File: src/rtl/ofl_pkg.sv
package ofl_pkg;
  typedef enum logic [1:0] {
    LD_PAR = 2'd0,
    LD_DEF = 2'd1,
    LD_SER = 2'd2
  } ld_mode_e;

  function automatic ld_mode_e pick_mode(input logic ser_n, input logic [1:0] sel);
    if (!ser_n)          return LD_SER;
    else if (sel == 2'd0) return LD_PAR;
    else                  return LD_DEF;
  endfunction

  function automatic logic [9:0] preset_val(input logic [1:0] sel);
    case (sel)
      2'd1:    return 10'd8;
      2'd2:    return 10'd16;
      2'd3:    return 10'd64;
      default: return 10'd0;
    endcase
  endfunction
endpackage

File: src/rtl/ofl_mode_cap.sv
module ofl_mode_cap
  import ofl_pkg::*;
#(
  parameter int W = 8
) (
  input  logic           clk,
  input  logic           rst_n,
  input  logic           mst_rst_n,
  input  logic           ser_mode_n,
  input  logic [1:0]     fsel,
  output ld_mode_e       mode_q,
  output logic [W-1:0]   dflt_q,
  output logic           armed_q
);
  ld_mode_e     mode_d;
  logic [W-1:0] dflt_d;
  logic         armed_d;

  always_comb begin
    mode_d  = mode_q;
    dflt_d  = dflt_q;
    armed_d = mst_rst_n;
    if (!mst_rst_n) begin
      mode_d = pick_mode(ser_mode_n, fsel);
      dflt_d = W'(preset_val(fsel));
    end
  end

  always_ff @(posedge clk or negedge rst_n) begin
    if (!rst_n) begin
      mode_q  <= LD_PAR;
      dflt_q  <= '0;
      armed_q <= 1'b0;
    end else begin
      mode_q  <= mode_d;
      dflt_q  <= dflt_d;
      armed_q <= armed_d;
    end
  end
endmodule

File: src/rtl/ofl_ser_shift.sv
module ofl_ser_shift #(
  parameter int W = 8
) (
  input  logic             clk,
  input  logic             rst_n,
  input  logic             clr,
  input  logic             en,
  input  logic             sdi,
  output logic [4*W-1:0]   vec_q,
  output logic             done
);
  localparam int NB = 4 * W;
  localparam int CW = $clog2(NB + 1);

  logic [NB-1:0] vec_d;
  logic [CW-1:0] cnt_q, cnt_d;

  assign done = (cnt_q == CW'(NB));

  always_comb begin
    vec_d = vec_q;
    cnt_d = cnt_q;
    if (clr) begin
      vec_d = '0;
      cnt_d = '0;
    end else if (en && !done) begin
      vec_d = {vec_q[NB-2:0], sdi};
      cnt_d = cnt_q + CW'(1);
    end
  end

  always_ff @(posedge clk or negedge rst_n) begin
    if (!rst_n) begin
      vec_q <= '0;
      cnt_q <= '0;
    end else begin
      vec_q <= vec_d;
      cnt_q <= cnt_d;
    end
  end
endmodule

File: src/rtl/ofl_par_load.sv
module ofl_par_load #(
  parameter int W = 8
) (
  input  logic                 clk,
  input  logic                 rst_n,
  input  logic                 clr,
  input  logic                 en,
  input  logic [W-1:0]         din,
  output logic [3:0][W-1:0]    ofs_q,
  output logic                 done
);
  localparam int NREG = 4;

  logic [2:0] idx_q, idx_d;

  assign done = idx_q[2];

  always_comb begin
    idx_d = idx_q;
    if (clr)              idx_d = '0;
    else if (en && !done) idx_d = idx_q + 3'd1;
  end

  always_ff @(posedge clk or negedge rst_n) begin
    if (!rst_n) idx_q <= '0;
    else        idx_q <= idx_d;
  end

  for (genvar g = 0; g < NREG; g++) begin : g_slot
    logic          hit;
    logic [W-1:0]  slot_d;
    assign hit = en && !done && (idx_q[1:0] == 2'(g));
    always_comb begin
      slot_d = ofs_q[g];
      if (clr)      slot_d = '0;
      else if (hit) slot_d = din;
    end
    always_ff @(posedge clk or negedge rst_n) begin
      if (!rst_n) ofs_q[g] <= '0;
      else        ofs_q[g] <= slot_d;
    end
  end
endmodule

File: src/rtl/flag_offset_loader.sv
module flag_offset_loader
  import ofl_pkg::*;
#(
  parameter int OFS_W = 8
) (
  input  logic             clk,
  input  logic             rst_n,
  input  logic             mst_rst_n,
  input  logic             ser_mode_n,
  input  logic [1:0]       fsel,
  input  logic             ser_en_n,
  input  logic             ser_din,
  input  logic [OFS_W-1:0] par_data,
  input  logic             par_wr,
  output logic [OFS_W-1:0] x1_ofs,
  output logic [OFS_W-1:0] y1_ofs,
  output logic [OFS_W-1:0] x2_ofs,
  output logic [OFS_W-1:0] y2_ofs,
  output logic             done
);
  localparam int W = OFS_W;

  ld_mode_e               mode_q;
  logic [W-1:0]           dflt_q;
  logic                   armed_q;
  logic                   clr, ser_en, par_en;
  logic [4*W-1:0]         ser_vec;
  logic                   ser_done;
  logic [3:0][W-1:0]      par_ofs;
  logic                   par_done;

  assign clr    = !mst_rst_n;
  assign ser_en = (mode_q == LD_SER) && !ser_en_n;
  assign par_en = (mode_q == LD_PAR) && par_wr;

  ofl_mode_cap #(.W(W)) u_mode (
    .clk(clk), .rst_n(rst_n), .mst_rst_n(mst_rst_n),
    .ser_mode_n(ser_mode_n), .fsel(fsel),
    .mode_q(mode_q), .dflt_q(dflt_q), .armed_q(armed_q)
  );

  ofl_ser_shift #(.W(W)) u_ser (
    .clk(clk), .rst_n(rst_n), .clr(clr), .en(ser_en), .sdi(ser_din),
    .vec_q(ser_vec), .done(ser_done)
  );

  ofl_par_load #(.W(W)) u_par (
    .clk(clk), .rst_n(rst_n), .clr(clr), .en(par_en), .din(par_data),
    .ofs_q(par_ofs), .done(par_done)
  );

  always_comb begin
    case (mode_q)
      LD_SER: begin
        y1_ofs = ser_vec[4*W-1:3*W];
        x1_ofs = ser_vec[3*W-1:2*W];
        y2_ofs = ser_vec[2*W-1:W];
        x2_ofs = ser_vec[W-1:0];
        done   = ser_done;
      end
      LD_DEF: begin
        x1_ofs = dflt_q;
        y1_ofs = dflt_q;
        x2_ofs = dflt_q;
        y2_ofs = dflt_q;
        done   = armed_q;
      end
      default: begin
        x1_ofs = par_ofs[0];
        y1_ofs = par_ofs[1];
        x2_ofs = par_ofs[2];
        y2_ofs = par_ofs[3];
        done   = par_done;
      end
    endcase
  end
endmodule

File: config.mk
export PLATFORM = sky130hd
export DESIGN_NAME = flag_offset_loader
export DESIGN_NICKNAME = d
export VERILOG_FILES = /design/src/rtl/ofl_pkg.sv /design/src/rtl/ofl_mode_cap.sv /design/src/rtl/ofl_ser_shift.sv /design/src/rtl/ofl_par_load.sv /design/src/rtl/flag_offset_loader.sv
export SDC_FILE = /design/constraint.sdc
export NUM_CORES = 1
export LEC_CHECK = 0
export ABC_AREA = 0
export BUFFER_PORTS_ARGS = -buffer_cell sky130_fd_sc_hd__buf_2
export CAP_MARGIN = 20
export CORE_AREA = 2 2 122 124
export CTS_CLUSTER_SIZE = 14
export DETAILED_ROUTE_END_ITERATION = 6
export DIE_AREA = 0 0 124 126
export PLACE_DENSITY_LB_ADDON = 0.05
export SLEW_MARGIN = 20
export SYNTH_ARGS = -nofsm -noshare
export SYNTH_HDL_FRONTEND = slang
export SYNTH_SLANG_ARGS = --single-unit
File: constraint.sdc
create_clock -name clk -period 3.7 [get_ports clk]
set_input_delay 0.74 -clock clk [delete_from_list [all_inputs] [get_ports clk]]
set_output_delay 0.74 -clock clk [all_outputs]
set_load 0.05 [all_outputs]
==> reports/qor.yml, run 1 <==
outcome: "finished clean"
most-common-layout-cells: "nand2_1, dfrtp_1, nand3_1, o21ai_0, buf_2"
wl_met2_um: 6020
clk_latency_ns: 0.35
slew_viol_final: 0
grt_pass1_vias: 3838
synth_enable_flop_cells: 0
wl_um: 13400
final-seq-area_um2: 1980
arrival_ns: 2.26
wire_per_inst_um: 18.6
final_antenna_net_count: 0
grt_pass1_wl_um: 21700
worst-setup-path-type: "register to output pin"
viasPerCell: 5.41
drive_gt1_frac: 0.208
clk_path_buf_depth: 2
portBuffers: 49
htree_levels: 3
tightest_slew_ns: 0.864
hold_viol: 0
min_period_ns: 3.00
cap_violations: 0
n_antenna_cell: 0
grt_usage: 0.182
top_layer_used: "met4"
ctsHoldBuffers: 0
synth_top_area_share: 0.427
cts-resized-gates: 0
cp_data_required_time_ns: 2.96
power.leakage_nw: 2.13
m1WireLength_um: 6690
setup_viol: 0
die_area_um2: 15600
r2r_start: "u_mode.mode_q[0]"
fin_skew_ns: 0.00488
first_iter_violations: 294
dpl.hpwl_um: 8980
core_um2: 14300
fp.dieH_um: 126
post-cts-setup-buffer-count: 0
synthToLayoutAreaGrowth_pct: 13.4
yosysTopAreaCell: "dfrtp_1"
fin_crit_sh: 0.812
syn_inst: 507
synth-seq-cells: 79
nets: 555
async_flop_share: 1.00
setup_tns_ns: 0
clkSinkCount: 79
overflow: 0
path_clk_slew_ns: 0.06
clock.fmax_mhz: 333
synthFlopType: "dfrtp_1"
rsz0062_at_grt: "no"
start_util: 0.324
wl_met3_um: 410
vias: 3882
cts_root_buf: "clkbuf_16"
syn_area_um2: 4630
vdd_ir_drop_max_mv: 0.170
drc_errors: 0
fillerInstances: 1509
synth_cell_type_count: 38
cts_tree: "done"
fp-row-count: 44
layout_commonest_cell: "nand2_1"
post-route-util: 0.367
pin_count: 50
critPathMaxFanout: 20
die_w_um: 124
tritoncts.num_buffers: 9
ys_seq_area_frac: 0.427
synthesis.nets: 533
worstSetupEndpointType: "output pin"
min_path_type: "input port to async pin"
synth_area_per_cell_um2: 9.13
synth_warnings: 0
dr.pass1.iters: 5
crit_start: "u_mode.mode_q[0]"
p_per_area_nw_per_um2: 423
startpoint_type: "register"
gp_congestion: 0.724
synthTopCellsByArea: "dfrtp_1, o221ai_2, nand2_1"
multiInputGateArea_um2: 2300
grt_max_degree: 65
antenna_found_initial: 0
slew_headroom: 0.424
-- worst paths after layout --
path | endpoint | slack (ns) | cells after the start
worst max-delay path | y2_ofs[5] | 0.70 | 6
worst min-delay path | u_ser.cnt_q[4] | 0.48 | 1
worst max register to register | u_ser.vec_q[9] | 1.45 | 6
worst min register to register | u_mode.dflt_q[4] | 0.49 | 2
max in group asynchronous | u_ser.vec_q[8] | 2.45 | 2
min in group clk | u_mode.dflt_q[4] | 0.49 | 2
-- flip-flops by register name, indices dropped and copies added, names as in the netlist --
| name | cells |
|---|---|
| u_ser.cnt_q | 6 |
| u_par.ofs_q | 32 |
| u_ser.vec_q | 32 |
| u_par.idx_q | 3 |
| u_mode.dflt_q | 3 |
| u_mode.armed_q | 1 |
| u_mode.mode_q | 2 |
-- cell usage after synthesis (4+ instances only) --
cell type	count
nand2_1	82
dfrtp_1	79
nand3_1	59
o21ai_0	48
o221ai_2	31
a211o_1	30
inv_1	29
a21oi_1	25
buf_2	19
clkbuf_1	16
nor2_1	13
a21boi_0	10
ha_1	9
nand2b_1	6
and2_1	5
buf_1	5
buf_6	5
nand4_1	5
mux2i_1	4
nand4b_1	4
-- metal layers --
metal	global-route usage	vias up
met1	0.271	1939
met5	0	-
li1	-	1873
met3	0.0236	16
met2	0.267	54
met4	0.0674	0
-- stage by stage --
step / cell area [um2] / power (W) / setup WS, ns / hold WS, ns / cells
2_1_floorplan: 4630 / 0.00122 / 0.796 / 0.444 / 507
3_3_place_gp: 4950 / 0.00133 / 1.07 / 0.472 / 702
3_5_place_dp: 4950 / 0.00133 / 1.02 / 0.480 / 702
4_1_cts: 5250 / 0.00226 / 0.638 / 0.495 / 717
5_1_grt: 5250 / 0.00233 / 0.517 / 0.539 / 717
6_report: 5250 / 0.00222 / 0.697 / 0.482 / 717
-- cell type report --
type                       instances  share of cell area
clock inverter                     4             0.00858
timing repair buffer              59              0.0643
tap                              184              0.0438
sequential                        79               0.376
inverter                          29              0.0207
clock buffer                      11              0.0481
multi-input combinational        351               0.438
-- cells by family after synthesis --
logic type / share of synthesized area
compound gates: 0.274
xor+xnor: 0.00189
fa+ha+maj: 0.0243
buf+inv: 0.0781
flops: 0.427
mux: 0.00865
simple gates: 0.186
-- report_power, final --
group | leakage, nW | switching [W] | internal [W]
clock network | 0.151 | 0.000361 | 0.000552
logic | 0.887 | 0.000334 | 0.0000851
registers | 1.09 | 0.0000119 | 0.000879
-- critical path, cell delays in order (launching register included) --
cell	delay, ns
dfrtp_1	0.37
inv_1	0.08
ha_1	0.29
and2_1	0.62
nand2_1	0.10
o21ai_0	0.13
buf_2	0.31
Power figures use the tool's default switching activity.
==> run 2: changes to the inputs <==
Settings changed: ABC_AREA 0 to 1, CORE_AREA 2 2 122 124 to 2 2 111 113, DIE_AREA 0 0 124 126 to 0 0 113 115.
Clock period 3.7 ns to 2.6 ns, I/O delays scaled along.
==> run 2 against run 1 <==
Net effect: the flow now finishes with violations (DRC); synthesized cell count fell by 14%; via count fell by 19%; combinational power rose by 26%; clock-buffer cell count rose by 3; sequential power rose by 45%; total power rose by 37%; clock skew fell by 0.0013 ns; first-iteration DRC count fell by 21%; clock power rose by 34%; non-clock buffer count did not move; largest cell class is now flip-flops and latches; highest routed layer unchanged.
==> reports/qor.yml, run 2 <==
fin_skew_ns: 0.00363
synthFlopType: "dfrtp_1"
synthXorXnorAreaFrac: 0
wire_per_inst_um: 16.4
p_sw_w: 0.000892
cpPeakStageDelay_ns: 0.34
die_area_um2: 13000
drive_gt1_frac: 0.198
synthMuxAreaShare: 0
clock.fmax_mhz: 401
path_cells: "inv_1, ha_1, buf_12, nand3_2, o221ai_1, buf_4"
finalInstanceArea_um2: 4600
ys_top_cells_by_count: "inv_1, dfrtp_1, nand2_1"
grt_pass1_wl_um: 16800
synthesis.nets: 464
slew_headroom: 0.465
synthToLayoutAreaGrowth_pct: 19.6
top_regs: "u_par.ofs_q x32, u_ser.vec_q x32, u_ser.cnt_q x6"
cp_num_buf_inv: 3
async_flop_share: 1.00
outcome: "finished, violations left"
layout_commonest_cell: "inv_1"
min_path_type: "input port to async pin"
synth_fa_ha_area_frac: 0.0293
pin_count: 50
synth-seq-cells: 79
syn_area_um2: 3840
cts_tree: "done"
clkSinkCount: 79
slew_viol_final: 0
vias: 3132
die_w_um: 113
start_util: 0.325
dpl.hpwl_um: 6940
synth_top_area_share: 0.515
hold_viol: 0
top_usage_layer: "met2"
fp-row-count: 40
synth_cell_type_count: 26
grt_util_met2: 0.263
nets: 511
placed_area_um2: 4280
power.leakage_nw: 2.14
syn_inst: 438
htree_levels: 3
dr.pass1.iters: 6
clk_latency_ns: 0.33
power_frac_clock: 0.403
synth_top_family_by_area: "compound AO/OA/AOI/OAI gates"
ys_seq_area_frac: 0.515
most-common-layout-cells: "inv_1, dfrtp_1, nand2_1, o21ai_0, buf_2"
cp_slowest_cell: "dfrtp_1"
antenna_found_initial: 0
yosys.area_share.simple: 0.158
crit_family: "buffers and inverters"
fp.dieH_um: 115
p_per_area_nw_per_um2: 662
grt_use_met1: 0.231
tritoncts.num_buffers: 9
met3_usage: 0.0358
cap_violations: 0
rsz0062_at_grt: "no"
tightest_slew_ns: 0.794
drc_errors: 3
synthTopCellsByArea: "dfrtp_1, inv_1, nand2_1"
viasPerCell: 4.92
n_antenna_cell: 0
setup_viol: 0
grt_pass1_vias: 3147
switching_share: 0.293
final_antenna_net_count: 0
synth_enable_flop_cells: 0
wl_um: 10400
synth_compound_area_frac: 0.177
yosysTopAreaCell: "dfrtp_1"
first_iter_violations: 233
fin_crit_sh: 0.960
critPathMaxFanout: 38
p_seq_frac: 0.425
ctsHoldBuffers: 0
cp_data_required_time_ns: 2.08
post-cts-setup-buffer-count: 0
overflow: 0
synth_warnings: 0
core_um2: 11800
grt_max_degree: 42
gp_congestion: 0.776
path_clk_slew_ns: 0.06
clk_path_buf_depth: 2
cts_root_buf: "clkbuf_16"
setup_tns_ns: 0
intPower_w: 0.00215
worst-setup-path-type: "register to output pin"
min_period_ns: 2.50
worstSetupEndpointType: "output pin"
violations: "DRC"
grt_usage: 0.168
arrival_ns: 1.98
vdd_ir_drop_max_mv: 0.322
synth_area_per_cell_um2: 8.77
synth_most_common_cell: "inv_1"
combinationalPowerShare: 0.173
startpoint_type: "register"
portBuffers: 49
-- run 2: changes by cell type after synthesis, sizes merged, moves of 5 or more --
cell    delta
nand2     -14
a21boi    -10
nand2b     -6
a21oi     -23
nor2       -5
inv       +61
nand3     -18
buf       -14
o22ai     +20
a211o     -30
and2       -5
o21ai     +28
o221ai    -19
clkbuf    -11
-- run 2: stage by stage --
step,util,cells,hold WS [ns],total power [W],setup WS (ns)
after global routing,0.389,636,0.00835,0.00317,0.00725
after global placement,0.363,621,0.362,0.00184,0.308
after detailed placement,0.363,621,0.360,0.00184,0.247
after CTS,0.387,636,0.00476,0.00307,0.0266
final,0.389,636,0.0117,0.00304,0.104
after floorplan,-,438,0.224,0.00165,0.225
-- run 2: worst paths after layout --
| path | startpoint | to | slack, ns | cells past startpoint |
|---|---|---|---|---|
| setup / recovery | u_mode.mode_q[0] | y1_ofs[4] | 0.10 | 6 |
| hold / removal | rst_n | u_ser.vec_q[20] | 0.01 | 1 |
| setup reg to reg | u_mode.mode_q[0] | u_par.ofs_q[31] | 0.78 | 5 |
| hold reg to reg | u_ser.vec_q[1] | u_ser.vec_q[2] | 0.51 | 2 |
| max in group asynchronous | rst_n | u_ser.vec_q[3] | 1.96 | 2 |
| min in group clk | fsel[1] | u_mode.dflt_q[3] | 0.40 | 2 |
-- run 2: area by class of cell --
| type | instances | area (um2) |
|---|---|---|
| Sequential cell | 79 | 1980 |
| Inverter | 90 | 338 |
| Multi-Input combinational cell | 246 | 1420 |
| Fill cell | 1229 | 7220 |
| Clock inverter | 1 | 30.0 |
| Timing Repair Buffer | 59 | 408 |
| Clock buffer | 14 | 244 |
| Tap cell | 147 | 184 |
-- run 2: layer usage --
layer / vias to the layer above / routed length [um]
li1: 1528 / -
met1: 1518 / 5060
met2: 72 / 4700
met3: 14 / 457
met4: 0 / 194
met5: - / 0
-- run 2: cell families after synthesis --
logic type,after synthesis
adder cells (fa/ha/maj),9
buffers and inverters,113
AND/OR/NAND/NOR,124
flip-flops,79
AO/OA/AOI/OAI,113
-- run 2: repair_timing --
item / in CTS / in global routing
setup endpoints to repair: 12 / 9
gates resized for setup: 3 / 14
hold endpoints to repair: 0 / 0
-- run 2: worst register-to-register path, stage by stage, from the launching register on --
cell	delay [ns]
dfrtp_1	0.37
inv_1	0.11
ha_1	0.19
nand3_2	0.15
o21ai_0	0.67
o21ai_0	0.18
-- run 2: power groups by stage --
stage               registers (W)  clock network (W)  logic [W]
floorplan                 0.00131                  0   0.000344
CTS                       0.00129            0.00126   0.000526
detailed placement        0.00131                  0   0.000522
finish                    0.00129            0.00122   0.000526
global route              0.00130            0.00131   0.000571
global placement          0.00131                  0   0.000523
